$ cat src/rtl/sg_pkg.sv
package sg_pkg;
  localparam int SG_W       = 12;
  localparam int SG_NREG    = 19;
  localparam int SG_RUN_BIT = 10;

  typedef logic [SG_W-1:0] sg_word_t;

  typedef struct packed {
    sg_word_t mode, line_len, field_len;
    sg_word_t hfp_end, hsync_end, hblank_end;
    sg_word_t vfp_end, vsync_end, vblank_end;
    sg_word_t eq_end, serr_start, pint_start, pint_end;
    sg_word_t hdrv_start, hdrv_end, vdrv_start, vdrv_end;
    sg_word_t vint_start, vint_end;
  } sg_cfg_t;

  localparam int SG_CFG_BITS = $bits(sg_cfg_t);

  function automatic sg_cfg_t sg_defaults(input logic run);
    sg_cfg_t d;
    d = '0;
    d.mode[SG_RUN_BIT] = run;
    d.line_len   = SG_W'(910);
    d.field_len  = SG_W'(525);
    d.hfp_end    = SG_W'(23);
    d.hsync_end  = SG_W'(91);
    d.hblank_end = SG_W'(157);
    d.vfp_end    = SG_W'(7);
    d.vsync_end  = SG_W'(13);
    d.vblank_end = SG_W'(41);
    d.eq_end     = SG_W'(57);
    d.serr_start = SG_W'(410);
    d.pint_start = SG_W'(1);
    d.pint_end   = SG_W'(19);
    d.hdrv_start = SG_W'(911);
    d.hdrv_end   = SG_W'(92);
    d.vdrv_start = SG_W'(1);
    d.vdrv_end   = SG_W'(21);
    d.vint_start = SG_W'(41);
    d.vint_end   = SG_W'(526);
    return d;
  endfunction

  // [s,e) window; wraps when s > e; empty when s == e
  function automatic logic sg_in_window(input sg_word_t x, input sg_word_t s,
                                        input sg_word_t e);
    return (s <= e) ? (x >= s && x < e) : (x >= s || x < e);
  endfunction
endpackage

$ cat src/rtl/sg_cfg_store.sv
module sg_cfg_store import sg_pkg::*; #(
  parameter bit RUN_AT_RESET = 1'b0
) (
  input  logic                   clk,
  input  logic                   rst,
  input  logic                   clear_req,
  input  logic                   cfg_load,
  input  logic [SG_CFG_BITS-1:0] cfg_bus,
  output sg_cfg_t                cfg
);
  always_ff @(posedge clk) begin
    if (rst)            cfg <= sg_defaults(RUN_AT_RESET);
    else if (clear_req) cfg <= '0;
    else if (cfg_load)  cfg <= sg_cfg_t'(cfg_bus);
  end


  cfg_clear_chk: assert property (@(posedge clk) disable iff (rst)
    clear_req |=> (cfg == '0));


  cfg_load_chk: assert property (@(posedge clk) disable iff (rst)
    (cfg_load && !clear_req) |=> (cfg == sg_cfg_t'($past(cfg_bus))));
endmodule

$ cat src/rtl/sg_timebase.sv
module sg_timebase import sg_pkg::*; (
  input  logic     clk,
  input  logic     rst,
  input  logic     en,
  input  logic     restart_req,
  input  logic     clear_req,
  input  sg_word_t line_len,
  input  sg_word_t field_len,
  output sg_word_t h_pos,
  output sg_word_t v_pos,
  output logic     fld
);
  sg_word_t half_len;
  logic     line_end, hl_end, field_wrap;

  assign half_len   = line_len >> 1;
  assign line_end   = (h_pos >= line_len);
  assign hl_end     = line_end || (h_pos == half_len);
  assign field_wrap = (v_pos >= field_len);

  always_ff @(posedge clk) begin
    if (rst) begin
      h_pos <= SG_W'(1);
      v_pos <= SG_W'(1);
      fld   <= 1'b0;
    end else if (clear_req) begin
      h_pos <= '0;
      v_pos <= '0;
      fld   <= 1'b0;
    end else if (restart_req) begin
      h_pos <= SG_W'(1);
      v_pos <= SG_W'(1);
      fld   <= 1'b0;
    end else if (en) begin
      h_pos <= line_end ? SG_W'(1) : h_pos + SG_W'(1);
      if (hl_end) begin
        v_pos <= field_wrap ? SG_W'(1) : v_pos + SG_W'(1);
        if (field_wrap) fld <= ~fld;
      end
    end
  end


  h_wrap_chk: assert property (@(posedge clk) disable iff (rst)
    (en && h_pos >= line_len) |=> (h_pos == SG_W'(1)));


  tb_hold_chk: assert property (@(posedge clk) disable iff (rst)
    (!en && !restart_req && !clear_req) |=> ($stable(h_pos) && $stable(v_pos) && $stable(fld)));


  restart_park_chk: assert property (@(posedge clk) disable iff (rst)
    (restart_req && !clear_req) |=> (h_pos == SG_W'(1) && v_pos == SG_W'(1) && !fld));


  clear_cnt_chk: assert property (@(posedge clk) disable iff (rst)
    clear_req |=> (h_pos == '0 && v_pos == '0));


  field_flip_chk: assert property (@(posedge clk) disable iff (rst)
    (en && hl_end && v_pos >= field_len) |=> (fld != $past(fld)));
endmodule

$ cat src/rtl/sg_decode.sv
module sg_decode import sg_pkg::*; (
  input  logic     clk,
  input  logic     rst,
  input  logic     en,
  input  sg_cfg_t  cfg,
  input  sg_word_t h_pos,
  input  sg_word_t v_pos,
  input  logic     fld,
  output logic     csync_n,
  output logic     cblank_n,
  output logic     hdrive_n,
  output logic     vdrive_n,
  output logic     field_odd_n,
  output logic     vint_n
);
  sg_word_t half_len, hh;
  logic hsync, hblank, vblank, vsync_iv, pint, eq_pulse, serr_pulse;
  logic csync, hdrv, vdrv, vint;
  logic unused_cfg_bits;

  assign unused_cfg_bits = ^{cfg.mode, cfg.field_len};

  assign half_len = cfg.line_len >> 1;
  assign hh       = (h_pos > half_len) ? h_pos - half_len : h_pos;

  assign hsync      = (h_pos >= cfg.hfp_end) && (h_pos < cfg.hsync_end);
  assign hblank     = (h_pos < cfg.hblank_end);
  assign vblank     = (v_pos < cfg.vblank_end);
  assign vsync_iv   = (v_pos >= cfg.vfp_end) && (v_pos < cfg.vsync_end);
  assign pint       = (v_pos >= cfg.pint_start) && (v_pos < cfg.pint_end);
  assign eq_pulse   = (hh >= cfg.hfp_end) && (hh < cfg.eq_end);
  assign serr_pulse = (hh >= cfg.hfp_end) && (hh < cfg.serr_start);

  always_comb begin
    if (pint) csync = vsync_iv ? serr_pulse : eq_pulse;
    else      csync = hsync;
  end

  assign hdrv = sg_in_window(h_pos, cfg.hdrv_start, cfg.hdrv_end);
  assign vdrv = sg_in_window(v_pos, cfg.vdrv_start, cfg.vdrv_end);
  assign vint = sg_in_window(v_pos, cfg.vint_start, cfg.vint_end);

  always_ff @(posedge clk) begin
    if (rst) begin
      csync_n     <= 1'b1;
      cblank_n    <= 1'b1;
      hdrive_n    <= 1'b1;
      vdrive_n    <= 1'b1;
      field_odd_n <= 1'b1;
      vint_n      <= 1'b1;
    end else if (en) begin
      csync_n     <= ~csync;
      cblank_n    <= ~(hblank | vblank);
      hdrive_n    <= ~hdrv;
      vdrive_n    <= ~vdrv;
      field_odd_n <= fld;
      vint_n      <= ~vint;
    end
  end


  out_hold_chk: assert property (@(posedge clk) disable iff (rst)
    !en |=> $stable({csync_n, cblank_n, hdrive_n, vdrive_n, field_odd_n, vint_n}));
endmodule

$ cat src/rtl/isync_gen.sv
module isync_gen import sg_pkg::*; #(
  parameter bit RUN_AT_RESET = 1'b0
) (
  input  logic                   clk,
  input  logic                   rst,
  input  logic                   restart_req,
  input  logic                   clear_req,
  input  logic                   cfg_load,
  input  logic [SG_CFG_BITS-1:0] cfg_bus,
  output logic                   csync_n,
  output logic                   cblank_n,
  output logic                   hdrive_n,
  output logic                   vdrive_n,
  output logic                   field_odd_n,
  output logic                   vint_n
);
  sg_cfg_t  cfg;
  sg_word_t h_pos, v_pos;
  logic     fld, en;

  assign en = cfg.mode[SG_RUN_BIT] & ~restart_req & ~clear_req;

  sg_cfg_store #(.RUN_AT_RESET(RUN_AT_RESET)) u_store (
    .clk(clk), .rst(rst), .clear_req(clear_req), .cfg_load(cfg_load),
    .cfg_bus(cfg_bus), .cfg(cfg)
  );

  sg_timebase u_tb (
    .clk(clk), .rst(rst), .en(en), .restart_req(restart_req),
    .clear_req(clear_req), .line_len(cfg.line_len), .field_len(cfg.field_len),
    .h_pos(h_pos), .v_pos(v_pos), .fld(fld)
  );

  sg_decode u_dec (
    .clk(clk), .rst(rst), .en(en), .cfg(cfg), .h_pos(h_pos), .v_pos(v_pos),
    .fld(fld), .csync_n(csync_n), .cblank_n(cblank_n), .hdrive_n(hdrive_n),
    .vdrive_n(vdrive_n), .field_odd_n(field_odd_n), .vint_n(vint_n)
  );
endmodule

$ cat config.mk
export PLATFORM = sky130hd
export DESIGN_NAME = isync_gen
export DESIGN_NICKNAME = d
export VERILOG_FILES = /design/src/rtl/sg_pkg.sv /design/src/rtl/sg_cfg_store.sv /design/src/rtl/sg_timebase.sv /design/src/rtl/sg_decode.sv /design/src/rtl/isync_gen.sv
export SDC_FILE = /design/constraint.sdc
export NUM_CORES = 1
export LEC_CHECK = 0
export ABC_AREA = 1
export CAP_MARGIN = 10
export CORE_UTILIZATION = 59
export DETAILED_ROUTE_END_ITERATION = 10
export GPL_ROUTABILITY_DRIVEN = 0
export PLACE_DENSITY = 0.87
export SLEW_MARGIN = 10
export SYNTH_ARGS = -nofsm -noshare
export SYNTH_HDL_FRONTEND = slang
export SYNTH_SLANG_ARGS = --single-unit
$ cat constraint.sdc
create_clock -name clk -period 6.9 [get_ports clk]
set_input_delay 0.69 -clock clk [delete_from_list [all_inputs] [get_ports clk]]
set_output_delay 0.69 -clock clk [all_outputs]
set_load 0.02 [all_outputs]
=== After elaboration in Yosys (flattened, before gate mapping) ===
Index checks and enable logic that the tools add are counted.

* $add $sub $neg: 3
* Order comparisons: 23
* Eq/ne operators: 1
* Muxes and demuxes: 17
* Bitwise operators: 11
* Reductions and logical operators: 20

{| class="wikitable"
|+ Operators by type and width
! cell !! number
|-
| 214-bit two-way mux || 2
|-
| 12-bit < comparator || 10
|-
| 12-bit greater-or-equal comparator || 9
|-
| 12-bit less-or-equal comparator || 3
|-
| 12-bit two-way mux || 3
|-
| 12-bit by 1-bit adder with 12-bit output, second input constant || 2
|-
| 12-bit by 11-bit equality test with 1-bit output || 1
|-
| 12-bit by 11-bit greater-than comparator with 1-bit output || 1
|-
| 1-bit two-way mux || 12
|-
| 12-bit by 11-bit subtractor with 12-bit output || 1
|-
| 1-bit logical AND || 8
|-
| 1-bit inverter || 8
|-
| 3-bit nonzero test || 2
|-
| 1-bit logical OR || 4
|-
| 2-bit AND reduction || 2
|-
| 3-bit AND reduction || 1
|-
| 3-bit OR reduction || 1
|-
| 1-bit bitwise AND || 2
|-
| 2-bit nonzero test || 1
|-
| 2-bit OR reduction || 1
|-
| 1-bit OR || 1
|}

* Register bits after elaboration: 258
* Input bits: 233
* Output and inout port bits: 6
* Logic and storage cells: 123

=== Depth between registers and ports, before layout ===
Gate-level depths: netlist of the first run.

* Word-level depth: 7
* Depth in mapped cells: 26
* Gate-level depth less buffers: 26

=== Hierarchy ===
From an unflattened synthesis of the first run, not the netlist that was laid out.

* Cell total of the unflattened synthesis: 2625
* Area, all modules: 17523.1 um^2

{| class="wikitable"
|+ Modules (own cells, without submodules)
! module !! instances !! cells each !! area an instance (um^2) !! sequential area each (um^2)
|-
| sg_cfg_store || 1 || 1317 || 8967.4 || 4564.4
|-
| sg_decode || 1 || 976 || 6434.9 || 120.1
|-
| sg_timebase || 1 || 329 || 2107.0 || 500.5
|-
| isync_gen || 1 || 3 || 13.8 || 0.0
|}

=== Worst setup path after synthesis of the first run ===
Ideal clock, no wire load.

* Path kind: register to register
* Start: register u_tb.h_pos[0]
* End: register u_dec.csync_n
* Setup time: 115 ps
* Arrival time: 3098 ps
* Required time: 6785 ps
* Path slack: 3687 ps
* Cell stages (with the launch flop): 23
* Path buffers: 1
* Period minus slack after synthesis: 3213 ps
* Cells stage by stage: dfxtp_1 -> inv_2 -> ha_1 -> inv_1 -> fa_1 -> nand3_1 -> nand3_2 -> nand3_1 -> nand3_2 -> nand2_2 -> clkbuf_1 -> o21ai_0 -> ha_1 -> a21oi_1 -> nor2_1 -> a211oi_1 -> o21ai_0 -> a31oi_1 -> nand2_1 -> nand2_1 -> nand3_1 -> nand2_1 -> nand2_1

* Longest elaborated chain between the ends: 7
* Elaborated cells on any way between the ends: 14
* Those cells by class: 1 x add/sub; 6 x order compare; 3 x mux; 1 x bitwise; 3 x reduce/logical

{| class="wikitable"
|+ Ends and longest elaborated chain
! what !! RTL line !! source
|-
| from (decl) || sg_timebase.sv:9 || <nowiki>output sg_word_t h_pos,</nowiki>
|-
| from (signal assigned) || sg_timebase.sv:35 || <nowiki>h_pos <= line_end ? SG_W'(1) : h_pos + SG_W'(1);</nowiki>
|-
| 12-bit by 11-bit subtractor with 12-bit output / 12-bit by 11-bit greater-than comparator with 1-bit output (equally long branches) || sg_decode.sv:24 || <nowiki>assign hh = (h_pos > half_len) ? h_pos - half_len : h_pos;</nowiki>
|-
| 12-bit two-way mux || sg_decode.sv:24 ||
|-
| 12-bit greater-or-equal comparator, or another cell as far along || sg_decode.sv:31, sg_decode.sv:32 ||
|-
| 1-bit logical AND, on equally long branches || sg_decode.sv:31, sg_decode.sv:32 ||
|-
| 1-bit two-way mux || sg_decode.sv:35 || <nowiki>if (pint) csync = vsync_iv ? serr_pulse : eq_pulse;</nowiki>
|-
| 1-bit two-way mux (*) || sg_decode.sv:35 ||
|-
| 1-bit inverter (*) || sg_decode.sv:52 || <nowiki>csync_n <= ~csync;</nowiki>
|-
| to (signal assigned) || sg_decode.sv:52 ||
|-
| to (decl) || sg_decode.sv:9 || <nowiki>output logic csync_n,</nowiki>
|}

Every way passes the cells marked *; elsewhere a longest branch is shown, timed or not.
A chain may end at the register's enable or synchronous reset.

=== Final worst setup path of the first run ===
* Start: register u_tb.h_pos[2]
* End: register u_dec.csync_n

Same word-level chain as after synthesis.

==> summary.txt, run 1 <==
Clock tree
  – Depth of the CTS H-tree: 1
  – Postcts setup bufs: 0
  – CTS tree: yes
  – Clock buffer depth: 3
  – Hold-fix buffers, CTS: 0
  – Skew-Pair Late Insertion Delay: 560 ps
  – Cts bufs inserted: 28
  – Post_cts resized: 0
  – CTS root buffer: clkbuf_16
  – Reg clk slew, reported paths: 60 ps
  – Clock sink count: 248

Cells and area
  – Ratio of cells with drive above 1 in the final layout: 4.348%
  – Final core occ: 73.97%
  – Fin area: 0.01868 mm²
  – Final nets: 2572
  – Highest-count cells in the layout ignoring fill and taps: 278 x inv_1, 267 x ha_1, 248 x dfxtp_1
  – Area grow syn2layout: 22.33%
  – Most common cell after layout, fill and taps aside: inv_1

STA
  – Endpoints failing setup: 0
  – Slew Viols, Final: 0
  – Tmin final: 4030 ps
  – Slew @ Worst Pin: 1129 ps
  – Total negative slack: 0 ps
  – Final setup skew: 23.66 ps
  – WHS: 462.6 ps
  – Worst slew margin: 24.71%
  – RSZ-0062 raised after global routing: no
  – Fin. Hold Viols: 0
  – Fmax: 0.2481 GHz
  – Tcrit/Tclk final: 58.40%

Drt
  – Vias per inst: 5.854
  – Initial DRC count: 991
  – Routed wire length: 42230 µm
  – Number of remaining DRC errors: 0
  – Pre-antenna DRT Iters: 5
  – Total vias in the final route: 14190
  – Post-route antenna net violation count: 0
  – Wire length per cell: 17.42 µm

Setup path
  – Crit end category: flop
  – Worst r2r src: u_tb.h_pos[2]$_SDFFE_PP0P_
  – Slowest-stage cell, CP: dfxtp_1
  – Reg2reg path depth: 23
  – CP most frequent cell: nand2_1
  – Kind of critical path: flop to flop
  – CP Launch Type: flop
  – Top delay family on crit path: compound AO/OA/AOI/OAI gates
  – Crit Path Max Fanout: 12
  – WP buf/inv: 1
  – Critical Path RT: 7340 ps
  – CP startpoint: u_tb.h_pos[2]$_SDFFE_PP0P_
  – Worst r2r dst: u_dec.csync_n$_SDFFE_PP1P_
  – CP peak stage delay: 650 ps
  – R2R setup slack: 2870 ps
  – Worst EP arrival: 4470 ps
  – Cell Chain, Critical Path: ha_1 > a21oi_1 > o21ai_2 > nand2_1 > nand2_1 > nand2_1 > nand2_1 > a21oi_1 > o21ai_2 > a21oi_1 > o21ai_1 > xor2_1 > ha_1 > nand2_1 > inv_1 > a221oi_1 > o21ai_0 > a31oi_1 > nand2_1 > nand2_1 > nand3_1 > nand2_1 > nand2_1

Floorplan
  – Starting Density: 60.47%
  – Core ar.: 0.02525 mm²
  – Die Area: 0.02653 mm²
  – Row cnt: 58
  – IO Pins: 239
  – Die H: 162.9 µm
  – Die W: 162.9 µm

Synthesis
  – Mean post-synth cell area: 8.114 µm²
  – Sequential share of the synthesized area: 32.51%
  – Synth area leader: dfxtp_1
  – Distinct cells, synth: 47
  – Mapped cell area: 0.01527 mm²
  – Ys flop type: dfxtp_1
  – Number of synthesized flops with an enable pin: 0
  – Seq cells post-synth: 248
  – Top cells by area, synth: dfxtp_1 33%, ha_1 22%, a211oi_1 7.8%
  – Post-synthesis net count: 2383
  – Warnings from Yosys: 0
  – Asr flop ratio synth: 0%
  – Mapped Cells: 1882
  – Yosys top cell area share: 32.51%

Power and ir drop
  – Pwr Density: 191.7 mW/mm²
  – Leakage Power: 8.482 nW
  – Max VDD drop: 0.1702 mV

Global route
  – GRT Residual Overflow: 0
  – Largest net degree at the start of global routing: 116
  – Initial antenna violation count: 1
  – Global-route wire length before repair: 66980 µm
  – Total global-route track usage: 31.59%
  – Vias in the first global route: 14030

Placement
  – Post-DP HPWL: 29860 µm
  – Dpl cell area: 0.01773 mm²
  – Buffers on Ports: 227

Worst hold path
  – Hold Path Sink: u_dec.field_odd_n$_SDFFE_PP1P_
  – Hold Crit Start: u_dec.field_odd_n$_SDFFE_PP1P_
  – Hold Path Class: flop to flop
  – Hold path depth: 2

Job
  – Max_cap viols: 0

Outcome
  – Outcome: finished, final reports clean
[worst reg2reg max path, stage by stage, from the launching register on]
cell,delay (ps)
dfxtp_1,650
ha_1,390
a21oi_1,230
o21ai_2,100
nand2_1,70
nand2_1,80
nand2_1,70
nand2_1,50
a21oi_1,230
o21ai_2,110
a21oi_1,230
o21ai_1,120
xor2_1,310
ha_1,320
nand2_1,70
inv_1,50
a221oi_1,220
o21ai_0,120
a31oi_1,180
nand2_1,80
nand2_1,60
nand3_1,70
nand2_1,70
nand2_1,40
[routing by layer]
layer	up-vias	global-route usage (%)	part of all wire (%)
li1	6903	-	-
met1	6574	36.08	40
met2	524	56.15	48
met3	189	3.692	5.8
met4	0	19.29	6.3
met5	-	0	0
[power breakdown]
| group | switching (W) | total, W | internal (W) | leakage, nW |
|---|---|---|---|---|
| clock network | 0.000603 | 0.00150 | 0.000900 | 0.476 |
| logic | 0.000284 | 0.000538 | 0.000254 | 5.96 |
| registers | 0.0000361 | 0.00154 | 0.00150 | 2.04 |
| total | 0.000923 | 0.00358 | 0.00266 | 8.48 |
[worst max-delay path by stage]
stage	end	cells after the start
2_1_floorplan	u_dec.csync_n$_SDFFE_PP1P_	22
3_3_place_gp	u_dec.csync_n$_SDFFE_PP1P_	25
3_5_place_dp	u_dec.csync_n$_SDFFE_PP1P_	25
4_1_cts	u_dec.csync_n$_SDFFE_PP1P_	23
5_1_grt	u_dec.csync_n$_SDFFE_PP1P_	23
6_report	u_dec.csync_n$_SDFFE_PP1P_	23
[kinds of logic (layout without fill, tap and decap cells)]
logic type	after synthesis	in the layout	synth area share, %
AOI/OAI and AO/OA	460	460	20.76
xor gates and xnor gates	22	22	1.262
adders and majority gates	268	268	22.01
buffers and inverters	358	569	8.906
DFF	248	248	32.51
other	0	1	0
and+or+nand+nor	526	526	14.55
[through the flow]
stage          instances  setup slack, ps  total power (W)
2_1_floorplan       1882             3687         0.001864
3_3_place_gp        2371             3155         0.002071
3_5_place_dp        2371             3036         0.002096
4_1_cts             2423             2992         0.003588
5_1_grt             2424             2527         0.003718
6_report            2424             2870         0.003580
[cell usage after synthesis (2+ instances only)]
cell type	instances
a211oi_1	158
a21boi_0	6
a21o_1	2
a21oi_1	141
a221o_1	68
a221oi_1	2
a31oi_1	5
a32oi_1	2
buf_1	4
buf_6	2
clkbuf_1	67
dfxtp_1	248
ha_1	267
inv_1	278
inv_2	6
nand2_1	209
nand2_2	6
nand3_1	41
nand3_2	4
nand3b_1	2
nand4_1	16
nor2_1	212
nor2_2	5
nor2_4	3
nor3_1	16
nor3b_1	2
nor4_1	3
o211ai_1	6
o21a_1	7
o21ai_0	38
o21ai_1	7
o21ai_2	3
o21bai_1	7
o221ai_1	2
o31ai_1	3
or2_2	3
xnor2_1	7
xor2_1	15
[flip-flops by register name (all words and copies together) (netlist names)]
signal             count
u_dec.field_odd_n      1
u_dec.csync_n          1
u_tb.h_pos            12
u_dec.vdrive_n         1
u_tb.fld               1
u_dec.vint_n           1
u_dec.cblank_n         1
u_store.cfg          217
u_dec.hdrive_n         1
u_tb.v_pos            12
[final cells by class]
| class | count | area (µm²) |
|---|---|---|
| sequential | 248 | 4965 |
| inverter | 284 | 1074 |
| tap | 330 | 412.9 |
| fill | 1858 | 6574 |
| timing repair buffer | 233 | 2312 |
| clock buffer | 41 | 860.8 |
| clock inverter | 11 | 90.09 |
| antenna | 1 | 2.502 |
| multi-input combinational | 1276 | 8964 |
Note: power is estimated with default switching activity, not from simulation.
==> run 2, diff against run 1 <==
Settings changed: CORE_UTILIZATION 59 to 50, PLACE_DENSITY 0.87 to 0.79.
Clock period 6.9 ns to 3.7 ns, I/O delays scaled along.
==> run 2 against run 1 <==
  * Sequential power up 86%
  * Via count down 1.4%
  * Combinational power up 90%
  * Total power up 89%
  * Register-to-register slack worse by 2500 ps
  * Cell count up 3.5%
  * Global-route usage down 5.2 points
  * Clock power up 92%
  * Fmax up 20%
  * First-iteration DRC count down 13%
==> summary.txt, run 2 (synthesized netlist as in run 1, its figures left out) <==
Outcome
  – Outcome: finished, final reports clean

Power and ir drop
  – Leakage Power: 8.636 nW
  – Tot Pwr: 0.006764 W
  – Pwr Density: 355.3 mW/mm²
  – Max VDD drop: 0.3078 mV

Setup path
  – CP Launch Type: flop
  – CP peak stage delay: 410 ps
  – Worst r2r src: u_store.cfg[205]$_SDFFE_PP1P_
  – Crit end category: flop
  – Worst r2r dst: u_dec.csync_n$_SDFFE_PP1P_
  – Top delay family on crit path: simple AND/OR/NAND/NOR gates
  – Slowest-stage cell, CP: fa_1
  – Reg2reg path depth: 23
  – Worst EP arrival: 3800 ps
  – WP buf/inv: 2
  – Kind of critical path: flop to flop
  – Critical Path RT: 4140 ps
  – Crit Path Max Fanout: 12
  – R2R setup slack: 340 ps
  – CP startpoint: u_store.cfg[205]$_SDFFE_PP1P_
  – Cell Chain, Critical Path: ha_2 > inv_1 > fa_1 > nand3_1 > nand3_2 > nand3_1 > nand3_2 > nand2_2 > buf_4 > o21ai_0 > ha_1 > a21boi_0 > o21ai_0 > nand2_1 > nand2_1 > nand2_1 > nand2_1 > nand2_1 > nand3_1 > a21oi_1 > nand3_1 > nand2_1 > nand2_1
  – CP most frequent cell: nand2_1

Clock tree
  – Skew-Pair Late Insertion Delay: 550 ps
  – Reg clk slew, reported paths: 70 ps
  – Depth of the CTS H-tree: 1
  – CTS root buffer: clkbuf_16
  – Cts bufs inserted: 27
  – Clock sink count: 248
  – Hold-fix buffers, CTS: 0
  – Clock buffer depth: 3
  – CTS tree: yes

Drt
  – Initial DRC count: 858
  – Pre-antenna DRT Iters: 5
  – Number of remaining DRC errors: 0
  – Vias per inst: 5.581
  – Post-route antenna net violation count: 0
  – Routed wire length: 42030 µm
  – Wire length per cell: 16.76 µm
  – Total vias in the final route: 14000

STA
  – Slew @ Worst Pin: 922.4 ps
  – Total negative slack: 0 ps
  – Fin. Hold Viols: 0
  – Endpoints failing setup: 0
  – RSZ-0062 raised after global routing: no
  – Worst slew margin: 38.51%
  – Slew Viols, Final: 0
  – Final WS setup: 342.8 ps
  – Fmax: 0.2979 GHz
  – Final setup skew: 12.92 ps
  – WHS: 233.9 ps
  – Tmin final: 3357 ps
  – Tcrit/Tclk final: 90.74%

Worst hold path
  – Hold Path Class: input pin to flop
  – Hold Crit Start: rst
  – Hold path depth: 4
  – Hold Path Sink: u_tb.v_pos[3]$_SDFFE_PP0P_

Floorplan
  – Core ar.: 0.02987 mm²
  – Starting Density: 51.12%
  – Die Area: 0.03124 mm²
  – Row cnt: 63
  – Die W: 176.8 µm
  – Die H: 176.8 µm
  – IO Pins: 239

Cells and area
  – Most common cell after layout, fill and taps aside: inv_1
  – Max FFs per register: 217
  – Most flops, register: u_store.cfg
  – Final core occ: 63.72%
  – Ratio of cells with drive above 1 in the final layout: 5.716%
  – Top flop regs: u_store.cfg: 217 flops, u_tb.h_pos: 12 flops, u_tb.v_pos: 12 flops
  – Final nets: 2599
  – Highest-count cells in the layout ignoring fill and taps: 278 x inv_1, 265 x ha_1, 248 x dfxtp_1
  – Area grow syn2layout: 24.65%

Global route
  – Vias in the first global route: 13710
  – Total global-route track usage: 26.41%
  – Initial antenna violation count: 1
  – Global-route wire length before repair: 66830 µm
  – Largest net degree at the start of global routing: 134
  – GRT Residual Overflow: 0

Job
  – Max_cap viols: 0

Placement
  – Pre-CTS WS: 186.2 ps
  – Post-DP HPWL: 31120 µm
  – Buffers on Ports: 227
-- run 2: cell type report --
class	instances	area, µm²
clock inverters	10	156.4
inverters	284	1074
flip-flops and latches	248	4965
multi-input cells	1276	9004
diodes	1	2.502
repair buffers	261	2560
clock buffers	38	787.0
fillers	2484	10840
well taps	390	488.0
-- run 2: layer usage --
layer	part of all wire (%)	vias up	global-route usage [%]
met3	5.4	130	3.200
met2	48	458	46.88
li1	-	6960	-
met1	42	6450	31.73
met5	0	-	0
met4	4.6	0	11.85
-- run 2: how the worst max path moves through the flow --
stage                                            end  slack (ps)  cells after the start
final                     u_dec.csync_n$_SDFFE_PP1P_         340                     23
after global routing      u_dec.csync_n$_SDFFE_PP1P_          70                     22
after CTS                 u_dec.csync_n$_SDFFE_PP1P_         140                     24
after detailed placement  u_dec.csync_n$_SDFFE_PP1P_         190                     24
after global placement    u_dec.csync_n$_SDFFE_PP1P_         350                     24
after floorplan           u_dec.csync_n$_SDFFE_PP1P_         490                     22
-- run 2: metrics by stage --
step | area, µm² | cells
after floorplan | 15270 | 1882
after global placement | 18030 | 2457
after detailed placement | 18030 | 2457
after CTS | 18980 | 2505
after global routing | 19030 | 2507
final | 19040 | 2508
-- run 2: worst min-delay path, delay by kind of cell --
family,cells,cell delay [ps]
and+or+nand+nor,2,210
buffers and inverters,1,120
AOI/OAI and AO/OA,1,40
-- run 2: timing repair --
action / 4_1_cts / 5_1_grt
resized for setup: 0 / 8
setup endpoints to repair: 0 / 1
setup buffers: 0 / 2
-- run 2: power breakdown --
group | switching [W] | internal (W) | leakage, nW | total (W)
sequential | 0.0000623 | 0.00280 | 2.04 | 0.00287
clock | 0.00113 | 0.00175 | 0.465 | 0.00288
combinational | 0.000535 | 0.000484 | 6.13 | 0.00102
total | 0.00173 | 0.00504 | 8.64 | 0.00676
